`src/rtl/softrst_pkg.sv`:
```
package softrst_pkg;
  localparam int unsigned CMD_W = 9;
  localparam logic [CMD_W-1:0] RST_CMD = 9'b111010000;

  typedef struct packed {
    logic [CMD_W-1:0] cmd;
    logic             ad_oe;
    logic             valid_n;
    logic             release_n;
    logic             own;
  } bus_ctl_t;

  localparam bus_ctl_t CTL_IDLE = '{cmd: '0, ad_oe: 1'b0, valid_n: 1'b1,
                                    release_n: 1'b1, own: 1'b0};
  localparam bus_ctl_t CTL_FORCED = '{cmd: RST_CMD, ad_oe: 1'b1, valid_n: 1'b1,
                                      release_n: 1'b1, own: 1'b1};
endpackage

```
`src/rtl/softrst_qualify.sv`:
```
module softrst_qualify #(
  parameter int unsigned MIN_CYCLES = 16
) (
  input  logic clk,
  input  logic rst,
  input  logic srst_n,
  output logic hold,
  output logic entry,
  output logic rel_ok,
  output logic rel_short
);
  localparam int unsigned CNT_W = $clog2(MIN_CYCLES + 1);
  localparam logic [CNT_W-1:0] CNT_MAX = CNT_W'(MIN_CYCLES);

  logic             in_rst_q;
  logic [CNT_W-1:0] cnt_q;
  logic             at_max;

  assign at_max    = (cnt_q == CNT_MAX);
  assign hold      = ~srst_n;
  assign entry     = ~srst_n & ~in_rst_q;
  assign rel_ok    = srst_n & in_rst_q & at_max;
  assign rel_short = srst_n & in_rst_q & ~at_max;

  always_ff @(posedge clk) begin
    if (rst) begin
      in_rst_q <= 1'b0;
      cnt_q    <= '0;
    end else if (!srst_n) begin
      in_rst_q <= 1'b1;
      if (!at_max) cnt_q <= cnt_q + 1'b1;
    end else begin
      in_rst_q <= 1'b0;
      cnt_q    <= '0;
    end
  end
endmodule

```
`src/rtl/softrst_drive.sv`:
```
module softrst_drive
  import softrst_pkg::*;
#(
  parameter int unsigned AD_W = 64,
  parameter logic [AD_W-1:0] AD_FILL = '0
) (
  input  logic            clk,
  input  logic            rst,
  input  logic            hold,
  input  bus_ctl_t        core_ctl,
  input  logic [AD_W-1:0] core_ad,
  output bus_ctl_t        bus_ctl,
  output logic [AD_W-1:0] bus_ad
);
  always_ff @(posedge clk) begin
    if (rst) begin
      bus_ctl <= CTL_IDLE;
      bus_ad  <= '0;
    end else if (hold) begin
      bus_ctl <= CTL_FORCED;
      bus_ad  <= AD_FILL;
    end else begin
      bus_ctl <= core_ctl;
      bus_ad  <= core_ad;
    end
  end
endmodule

```
`src/rtl/softrst_events.sv`:
```
module softrst_events (
  input  logic clk,
  input  logic rst,
  input  logic entry,
  input  logic busy,
  input  logic rel_ok,
  input  logic rel_short,
  output logic abort_p,
  output logic vec_p,
  output logic short_p
);
  always_ff @(posedge clk) begin
    if (rst) begin
      abort_p <= 1'b0;
      vec_p   <= 1'b0;
      short_p <= 1'b0;
    end else begin
      abort_p <= entry & busy;
      vec_p   <= rel_ok;
      short_p <= rel_short;
    end
  end
endmodule

```
`src/rtl/softrst_bus_ctl.sv`:
```
module softrst_bus_ctl
  import softrst_pkg::*;
#(
  parameter int unsigned MIN_CYCLES = 16,
  parameter int unsigned AD_W = 64,
  parameter logic [AD_W-1:0] AD_FILL = '0
) (
  input  logic             clk,
  input  logic             rst,
  input  logic             srst_n,
  input  logic [CMD_W-1:0] core_cmd,
  input  logic [AD_W-1:0]  core_ad,
  input  logic             core_ad_oe,
  input  logic             core_valid_n,
  input  logic             core_release_n,
  input  logic             core_own,
  input  logic             xfer_busy,
  output logic [CMD_W-1:0] bus_cmd,
  output logic [AD_W-1:0]  bus_ad,
  output logic             bus_ad_oe,
  output logic             bus_valid_n,
  output logic             bus_release_n,
  output logic             bus_own,
  output logic             xfer_abort,
  output logic             vec_req,
  output logic             short_err
);
  logic     hold, entry, rel_ok, rel_short;
  bus_ctl_t core_ctl, out_ctl;

  assign core_ctl = '{cmd: core_cmd, ad_oe: core_ad_oe, valid_n: core_valid_n,
                      release_n: core_release_n, own: core_own};

  softrst_qualify #(.MIN_CYCLES(MIN_CYCLES)) u_qual (
    .clk(clk), .rst(rst), .srst_n(srst_n),
    .hold(hold), .entry(entry), .rel_ok(rel_ok), .rel_short(rel_short)
  );

  softrst_drive #(.AD_W(AD_W), .AD_FILL(AD_FILL)) u_drive (
    .clk(clk), .rst(rst), .hold(hold),
    .core_ctl(core_ctl), .core_ad(core_ad),
    .bus_ctl(out_ctl), .bus_ad(bus_ad)
  );

  softrst_events u_evt (
    .clk(clk), .rst(rst), .entry(entry), .busy(xfer_busy),
    .rel_ok(rel_ok), .rel_short(rel_short),
    .abort_p(xfer_abort), .vec_p(vec_req), .short_p(short_err)
  );

  assign bus_cmd       = out_ctl.cmd;
  assign bus_ad_oe     = out_ctl.ad_oe;
  assign bus_valid_n   = out_ctl.valid_n;
  assign bus_release_n = out_ctl.release_n;
  assign bus_own       = out_ctl.own;
endmodule

```
`config.mk`:
```
export PLATFORM = sky130hd
export DESIGN_NAME = softrst_bus_ctl
export DESIGN_NICKNAME = d
export VERILOG_FILES = /design/src/rtl/softrst_pkg.sv /design/src/rtl/softrst_qualify.sv /design/src/rtl/softrst_drive.sv /design/src/rtl/softrst_events.sv /design/src/rtl/softrst_bus_ctl.sv
export SDC_FILE = /design/constraint.sdc
export NUM_CORES = 1
export LEC_CHECK = 0
export ABC_AREA = 0
export CAP_MARGIN = 20
export CORE_ASPECT_RATIO = 1.4
export CORE_UTILIZATION = 37
export CTS_BUF_LIST = sky130_fd_sc_hd__clkbuf_8
export DETAILED_ROUTE_END_ITERATION = 8
export PLACE_DENSITY = 0.82
export SYNTH_ARGS = -nofsm -noshare
export SYNTH_HDL_FRONTEND = slang
export SYNTH_SLANG_ARGS = --single-unit
```
`constraint.sdc`:
```
create_clock -name clk -period 1.72 [get_ports clk]
set_clock_uncertainty 0.1 [all_clocks]
set_input_delay 0.258 -clock clk [delete_from_list [all_inputs] [get_ports clk]]
set_output_delay 0.258 -clock clk [all_outputs]
set_load 0.05 [all_outputs]
```
==> results of run 1 <==
==> cell families after synthesis <==
family,Yosys count,synth area share (%)
flops,86,68.1
simple gates,88,22.4
xor+xnor,1,0.347
mux,4,1.78
compound gates,6,1.19
buf+inv,20,5.15
fa+ha+maj,2,0.990
==> layer usage <==
layer  share of wire [%]  global-route usage (%)  vias up  wire (um)
li1                    -                       -      966          -
met1                  35                    17.8      870       2140
met2                  55                    31.9       93       3320
met3                 7.4                    4.52       12        449
met4                 2.2                    8.75        0        134
met5                   0                       0        -          0
==> power by group <==
| group | switching, mW | total (mW) | internal (mW) |
|---|---|---|---|
| clock | 0.709 | 1.38 | 0.676 |
| sequential | 0.0242 | 2.09 | 2.07 |
| combinational | 0.376 | 0.680 | 0.304 |
| total | 1.11 | 4.16 | 3.05 |
==> worst paths after layout <==
| check | end | depth (start not counted) |
|---|---|---|
| min reg2reg | u_evt.abort_p | 1 |
| min | u_evt.abort_p | 1 |
| max reg2reg | u_qual.cnt_q[1] | 4 |
| max | u_qual.cnt_q[1] | 4 |
==> area by class of cell <==
class                      count  share of cell area (%)
clock inverter                 7                    1.79
multi-input combinational    101                    16.1
sequential                    86                    41.1
clock buffer                   9                    2.96
inverter                       8                   0.717
timing repair buffer         164                    34.5
tap                           92                    2.75
==> cell usage after synthesis <==
library cell / n / area share, %
a21oi_1: 6 / 1.2
and2_1: 69 / 17
and3_1: 1 / 0.25
and3b_1: 1 / 0.35
and4bb_2: 1 / 0.49
buf_2: 2 / 0.40
buf_4: 6 / 1.8
buf_6: 4 / 1.8
dfxtp_1: 86 / 68
ha_1: 2 / 0.99
inv_1: 8 / 1.2
mux2_2: 4 / 1.8
nand2b_1: 2 / 0.49
nand3_1: 2 / 0.40
nor2_1: 1 / 0.15
nor2b_4: 1 / 0.54
nor3_1: 3 / 0.59
nor3b_1: 5 / 1.5
nor4_1: 1 / 0.25
nor4b_1: 1 / 0.35
xnor2_1: 1 / 0.35
==> through the flow <==
stage,setup slack [ns],util [%]
after floorplan,0.412,-
after global placement,0.183,60.3
after detailed placement,0.155,60.3
after CTS,0.301,63.3
after global routing,0.214,63.3
final,0.305,63.3
==> registers in the layout (all words and copies together) (netlist names) <==
signal           cells
u_drive.bus_ad      64
u_drive.bus_ctl     13
u_evt.abort_p        1
u_evt.short_p        1
u_evt.vec_p          1
u_qual.cnt_q         5
u_qual.in_rst_q      1
==> worst max-delay path: cells and delay by family (launching register included) <==
family,cells,cell delay (ns)
multiplexers,1,0.28
adder cells (fa/ha/maj),1,0.19
buffers and inverters,1,0.06
AND/OR/NAND/NOR,1,0.27
flip-flops,1,0.40
==> out/metrics.yaml, run 1 <==
seq_area_um2: 1720
worstHoldStart: "u_qual.in_rst_q"
drt_iter0_drc: 67
leakagePower_nw: 1.88
worstMarginPinSlew_ns: 0.245
synth_nets: 290
ant_nets: 0
cts_root_buf: "clkbuf_8"
ys_types: 21
firstDrtPassIters: 4
max_stage_delay_ns: 0.40
dp_hpwl_mm: 4.62
wl_per_cell_um: 12.9
dpl_cell_area_um2: 3990
fin_area_um2: 4190
grt.total_usage_pct: 17.3
drt_wl_total_mm: 6.04
fin_nets: 453
chipWidth_um: 71.9
drc: 0
fin_cells: 467
grt_max_degree: 51
clk_pin_slew_ns: 0.08
layout-drive-gt1-share_pct: 28.0
rr_startpoint: "u_qual.cnt_q[0]"
syn_avg_cell_area_um2: 12.2
insertion_delay_ns: 0.34
syn_area_um2: 2530
cts-htree-levels: 3
criticalPathCategory: "flop to flop"
cts.repair.resized: 0
fmax_mhz: 707
antenna_found_initial: 0
gp_congestion: 0.748
die_y_um: 99.8
synth_seq_area_share_pct: 68.1
vdd_drop_max_uv: 526
start_util_pct: 38.2
hold_class: "flop to flop"
multi_input_area_um2: 676
max_slew_margin_pct: 83.4
cts_tree: "built"
grt_pass1_wl_mm: 9.21
dp_cells: 451
fp.coreArea_um2: 6610
fillers: 559
final_cell_mix: "dfxtp_1 (86), buf_4 (83), clkdlybuf4s50_1 (80)"
area_delta_synth_final_pct: 65.6
r2r_slack_ns: 0.31
hold_violations: 0
period_needed_ns: 1.41
cts_made_buffers: 9
whs_ns: 0.338
synthesis.instances: 207
cp_max_fo: 5
ys_ff_latch: 86
crit_path_start: "u_qual.cnt_q[0]"
fin_tns_setup_ns: 0
rows: 35
vias_per_cell: 4.16
yosysWarnings: 0
power_density_nw_per_um2: 994
diodes: 0
grt_overflow: 0
clk_path_buf_depth: 2
cp.arrival_ns: 1.55
vias: 1941
setup_viol: 0
die_area_um2: 7170
drv_cap: 0
slew_violations: 0
rsz0062_at_grt: "no"
hold_buffers: 0
mostFrequentLayoutCell: "dfxtp_1"
cts_sinks: 86
period_share_pct: 82.2
start_kind: "flop"
numPortBuffers: 160
first_global_vias: 1909
worst_path_max_delay_cell: "dfxtp_1"
num_io_pins: 161
crit_path_cell_trace: "inv_1 > ha_1 > and4bb_2 > mux2_2"
status: "complete, no violations"
p_total_mw: 4.16
cp.required_ns: 1.85
cp-end-kind: "flop"
post_cts_buffers: 0
No activity file was read; power rests on OpenSTA's default activity.
==> inputs of run 2 (changes only) <==
--- a/config.mk
+++ b/config.mk
@@ -8,10 +8,10 @@
 export ABC_AREA = 0
 export CAP_MARGIN = 20
 export CORE_ASPECT_RATIO = 1.4
-export CORE_UTILIZATION = 37
+export CORE_UTILIZATION = 34
 export CTS_BUF_LIST = sky130_fd_sc_hd__clkbuf_8
 export DETAILED_ROUTE_END_ITERATION = 8
-export PLACE_DENSITY = 0.82
+export PLACE_DENSITY = 0.8
 export SYNTH_ARGS = -nofsm -noshare
 export SYNTH_HDL_FRONTEND = slang
 export SYNTH_SLANG_ARGS = --single-unit
==> constraint.sdc (replaced) <==
create_clock -name clk -period 1.3 [get_ports clk]
set_clock_uncertainty 0.1 [all_clocks]
set_input_delay 0.195 -clock clk [delete_from_list [all_inputs] [get_ports clk]]
set_output_delay 0.195 -clock clk [all_outputs]
set_load 0.05 [all_outputs]
==> out/metrics.yaml, run 2 (same netlist as run 1, synthesis figures left out) <==
status: "finished with violations"
violations: "negative setup slack"
cp.arrival_ns: 1.44  # -0.11 ns
hold_class: "primary input to flop"
die_area_um2: 7790  # +8.6%
power.switching_mw: 1.48  # +33%
start_util_pct: 35.7  # -2.5 points
crit_path_cell_trace: "inv_2 > ha_4 > and4bb_4 > mux2_4"
ant_nets: 0  # unchanged
grt_max_degree: 47  # -7.8%
drv_cap: 0  # unchanged
mostFrequentLayoutCell: "dfxtp_1"
cp-end-kind: "flop"
die_y_um: 104  # +4.2%
start_kind: "flop"
numPortBuffers: 160  # unchanged
fin_cells: 479  # +2.6%
hold_buffers: 0  # unchanged
rows: 36  # +2.9%
largest_reg_flops: 64  # unchanged
max_slew_margin_pct: 82.4  # -1.0 points
cts_root_buf: "clkbuf_8"
period_needed_ns: 1.31  # -0.104 ns
dp_hpwl_mm: 5.27  # +14%
combPwrFrac_pct: 19.3  # +2.9 points
vdd_drop_max_uv: 665  # +26%
clk_path_buf_depth: 2  # unchanged
cp_max_fo: 5  # unchanged
period_share_pct: 101  # +19 points
fin_ws_ns: -0.0109  # -0.316 ns
top_register: "u_drive.bus_ad"
leakagePower_nw: 2.22  # +18%
clk_pin_slew_ns: 0.08  # about the same
grt_overflow: 0  # unchanged
power_density_nw_per_um2: 1150  # +16%
max_stage_delay_ns: 0.33  # -0.07 ns
rsz0062_at_grt: "yes"
whs_ns: 0.292  # -0.0466 ns
gp_congestion: 0.696  # -7.1%
wl_per_cell_um: 14.0  # +8.6%
p_total_mw: 6.11  # +47%
fp.coreArea_um2: 7070  # +6.9%
chipWidth_um: 74.9  # +4.2%
vias: 1993  # +2.7%
grt.total_usage_pct: 18.6  # +1.3 points
crit_family: "flip-flops"
cts_made_buffers: 9  # unchanged
final_cell_mix: "dfxtp_1 (84), buf_12 (81), clkdlybuf4s50_1 (80)"
setup_viol: 2  # +2
layout-drive-gt1-share_pct: 31.3  # +3.2 points
worst_path_max_delay_cell: "dfxtp_2"
top_regs: "u_drive.bus_ad: 64 flops, u_drive.bus_ctl: 13 flops, u_qual.cnt_q: 5 flops"
cts-htree-levels: 3  # unchanged
path_buf_inv: 1  # unchanged
fmax_mhz: 763  # +7.9%
criticalPathCategory: "flop to flop"
diodes: 0  # unchanged
p_int_mw: 4.64  # +52%
fin_nets: 462  # +2.0%
fin_util_pct: 75.2  # +12 points
worstMarginPinSlew_ns: 0.260  # +0.0149 ns
seq_power_share_pct: 46.3  # -4.1 points
firstDrtPassIters: 2  # -2
area_delta_synth_final_pct: 111
cts_sinks: 86  # unchanged
hold_violations: 0  # unchanged
slew_violations: 0  # unchanged
antenna_found_initial: 0  # unchanged
switching_share_pct: 24.1  # -2.5 points
dp_slack_ns: -0.182  # -0.337 ns
insertion_delay_ns: 0.35  # about the same
power_frac_clock_pct: 34.5  # +1.2 points
dp_cells: 462  # +2.4%
cts_tree: "built"
vias_per_cell: 4.16  # +0.11%
cp.required_ns: 1.43  # -0.42 ns
num_io_pins: 161  # unchanged
drc: 0  # unchanged
drt_iter0_drc: 62  # -7.5%
drt_wl_total_mm: 6.73  # +11%
first_global_vias: 2144  # +12%
grt_pass1_wl_mm: 10.5  # +14%
-- run 2: layout make-up --
type	instances	area (um^2)
clock buffer	12	165
clock inverter	4	68.8
tap	95	119
multi-input combinational	101	702
inverter	8	30.0
fill	445	1750
timing repair buffer	173	2510
sequential	86	1720
-- run 2: what timing repair did --
action	in CTS	in global routing
pin swaps	0	1
resized for setup	7	2
setup buffers	1	0
setup endpoints to repair	2	5
-- run 2: metrics by stage --
stage               TNS (ns)  area, um^2
floorplan                  0        2530
global placement       -7.13        5050
detailed placement    -10.14        5050
CTS                  -0.0589        5320
global route         -0.0772        5320
finish               -0.0151        5320
-- run 2: power by group through the flow --
stage,sequential (mW),clock [mW],combinational (mW)
after global placement,2.88,0,1.16
after detailed placement,2.89,0,1.18
final,2.83,2.11,1.18
after floorplan,3.19,0,0.133
after CTS,2.83,2.17,1.19
after global routing,2.84,2.28,1.23
-- run 2: final timing paths --
| check | cells past startpoint | startpoint | slack [ns] | end |
|---|---|---|---|---|
| max | 4 | u_qual.cnt_q[0] | -0.01 | u_qual.cnt_q[0] |
| min | 3 | core_own | 0.29 | u_drive.bus_ctl[0] |
| max reg2reg | 4 | u_qual.cnt_q[0] | -0.01 | u_qual.cnt_q[0] |
| min reg2reg | 1 | u_qual.in_rst_q | 0.42 | u_evt.abort_p |
-- run 2: routing by layer --
metal	share of wire, %	wire [um]	GRT usage, %
met4	3.5	234	12.0
met3	9.5	638	6.59
met2	56	3740	33.9
met1	32	2120	16.2
met5	0	0	0
-- run 2: worst register-to-register path, cell delays in order (launching register included) --
cell and delay [ns]:
dfxtp_2 0.33, inv_2 0.06, ha_4 0.12, and4bb_4 0.28, mux2_4 0.31
==> inputs of run 3 (changes only) <==
--- a/config.mk
+++ b/config.mk
@@ -8,10 +8,11 @@
 export ABC_AREA = 0
 export CAP_MARGIN = 20
 export CORE_ASPECT_RATIO = 1.4
-export CORE_UTILIZATION = 34
+export CORE_UTILIZATION = 50
 export CTS_BUF_LIST = sky130_fd_sc_hd__clkbuf_8
 export DETAILED_ROUTE_END_ITERATION = 8
-export PLACE_DENSITY = 0.8
+export DONT_BUFFER_PORTS = 1
+export PLACE_DENSITY = 0.69
 export SYNTH_ARGS = -nofsm -noshare
 export SYNTH_HDL_FRONTEND = slang
 export SYNTH_SLANG_ARGS = --single-unit
==> out/metrics.yaml, run 3 (same netlist as run 1, synthesis figures left out) <==
setup_viol: 2  # unchanged
power_density_nw_per_um2: 1400  # +22%
area_delta_synth_final_pct: 46.6
cts-htree-levels: 3  # unchanged
p_int_mw: 3.76  # -19%
rsz0062_at_grt: "yes"
clk_path_buf_depth: 2  # unchanged
period_share_pct: 105  # +4.1 points
r2r_slack_ns: -0.06  # -0.05 ns
rows: 30  # -17%
grt_overflow: 0  # unchanged
grt.total_usage_pct: 22.2  # +3.6 points
reg2reg_depth: 4  # unchanged
drt_iter0_drc: 116  # +87%
worstMarginPinSlew_ns: 0.500  # +0.240 ns
final_cell_mix: "dlygate4sd3_1 (80), and2_1 (69), dfxtp_2 (59)"
clk_pin_slew_ns: 0.08  # about the same
vdd_drop_max_uv: 780  # +17%
firstDrtPassIters: 4  # +2
first_global_vias: 1706  # -20%
die_y_um: 86.1  # -17%
mostFrequentLayoutCell: "dlygate4sd3_1"
vias: 1722  # -14%
drv_cap: 0  # unchanged
combPwrFrac_pct: 7.6  # -12 points
cp_max_fo: 5  # unchanged
fp.coreArea_um2: 4840  # -32%
layout-drive-gt1-share_pct: 32.6  # +1.3 points
cp.required_ns: 1.43  # about the same
hold_path_end: "u_drive.bus_ctl[2]"
die_area_um2: 5350  # -31%
dp_hpwl_mm: 3.13  # -41%
fmax_mhz: 733  # -3.9%
max_stage_delay_ns: 0.34  # about the same
top_register: "u_drive.bus_ad"
wl_per_cell_um: 16.3  # +16%
switching_share_pct: 27.7  # +3.6 points
insertion_delay_ns: 0.34  # about the same
period_needed_ns: 1.36  # +0.0529 ns
hold_depth: 3  # unchanged
max_slew_margin_pct: 66.6  # -16 points
top_regs: "u_drive.bus_ad: 64 flops, u_drive.bus_ctl: 13 flops, u_qual.cnt_q: 5 flops"
drc: 0  # unchanged
leakagePower_nw: 1.54  # -30%
power.switching_mw: 1.44  # -2.2%
numPortBuffers: 0  # -100%
violations: "negative setup slack"
worst_path_max_delay_cell: "dfxtp_2"
rr_startpoint: "u_qual.cnt_q[1]"
fin_nets: 382  # -17%
cts_made_buffers: 9  # unchanged
start_util_pct: 52.2  # +16 points
grt_max_degree: 46  # -2.1%
worstHoldStart: "rst"
fin_ws_ns: -0.0638  # -0.0529 ns
num_io_pins: 161  # unchanged
grt_pass1_wl_mm: 8.16  # -22%
largest_reg_flops: 64  # unchanged
start_kind: "flop"
worstReg2RegEnd: "u_qual.cnt_q[1]"
post_cts_buffers: 0  # -1
antenna_found_initial: 1  # +1
crit_path_cell_trace: "inv_2 > ha_4 > and4bb_2 > mux2_4"
cts_root_buf: "clkbuf_8"
cts_sinks: 86  # unchanged
ant_nets: 0  # unchanged
status: "finished with violations"
slew_violations: 0  # unchanged
power_frac_clock_pct: 32.3  # -2.2 points
cts_tree: "built"
seq_power_share_pct: 60.1  # +14 points
cp.arrival_ns: 1.50  # +0.06 ns
fin_util_pct: 76.5  # +1.3 points
hold_class: "primary input to flop"
criticalPathCategory: "flop to flop"
chipWidth_um: 62.1  # -17%
cp-end-kind: "flop"
gp_congestion: 0.788  # +13%
hold_violations: 0  # unchanged
dp_slack_ns: -0.0506  # +0.132 ns
vias_per_cell: 4.67  # +12%
drt_wl_total_mm: 6.02  # -11%
[run 3: cell types whose count changed in the layout (fill, tap and decap cells not counted), moves of 57 or more]
cell	before	now
buf_12	81	1
clkdlybuf4s50_1	80	0
dfxtp_1	84	27
dfxtp_2	2	59
dlygate4sd3_1	0	80
[run 3: area by class of cell]
type / count / area [um^2]
antenna: 1 / 2.50
clock buffer: 10 / 138
clock inverter: 6 / 46.3
fill: 301 / 1140
inverter: 8 / 30.0
multi-input combinational: 101 / 703
sequential: 86 / 1800
tap: 64 / 80.1
timing repair buffer: 93 / 911
[run 3: power groups by stage]
stage | clock network, mW | registers (mW) | logic [mW]
floorplan | 0 | 3.19 | 0.133
finish | 1.68 | 3.13 | 0.398
global route | 1.84 | 3.14 | 0.428
detailed placement | 0 | 3.17 | 0.184
global placement | 0 | 3.17 | 0.179
CTS | 1.73 | 3.11 | 0.381
[run 3: repair_timing]
action,CTS,global route
setup endpoints to repair,4,58
endpoints found under the hold margin,80,0
pin swaps,1,0
hold buffers,80,0
resized for setup,9,57
[run 3: worst max-delay path by stage]
stage	slack (ns)	cells after the start	end	start
2_1_floorplan	0.003	4	u_qual.cnt_q[0]	u_qual.cnt_q[0]
3_5_place_dp	-0.05	4	u_qual.cnt_q[1]	u_qual.cnt_q[0]
3_3_place_gp	-0.02	4	u_qual.cnt_q[0]	u_qual.cnt_q[0]
6_report	-0.06	4	u_qual.cnt_q[1]	u_qual.cnt_q[1]
5_1_grt	-0.09	4	u_qual.cnt_q[1]	u_qual.cnt_q[1]
4_1_cts	-0.05	4	u_qual.cnt_q[1]	u_qual.cnt_q[1]
[run 3: through the flow]
stage                     hold slack [ns]  std cells  TNS (ns)  power, mW  instance area [um^2]
after floorplan                     0.196        207         0       3.33                  2530
after global placement              0.165        272   -0.0401       3.35                  2620
after detailed placement            0.166        272   -0.0986       3.35                  2620
after CTS                          0.0328        368    -0.101       5.22                  3620
after global routing               0.0303        369    -0.163       5.41                  3710
final                              0.0473        369    -0.124       5.20                  3710
[run 3: critical path: cells and delay by family (launching register included)]
family,cells,cell delay [ns]
DFF,1,0.34
and+or+nand+nor,1,0.31
muxes,1,0.31
adders and majority gates,1,0.13
buffers and inverters,1,0.07
[run 3: per-layer routing]
layer,GRT usage [%],vias to the layer above,part of all wire [%]
met5,0,-,0
met4,11.5,0,3.2
met3,8.90,20,7.6
met2,40.4,99,55
met1,19.6,780,34
li1,-,823,-
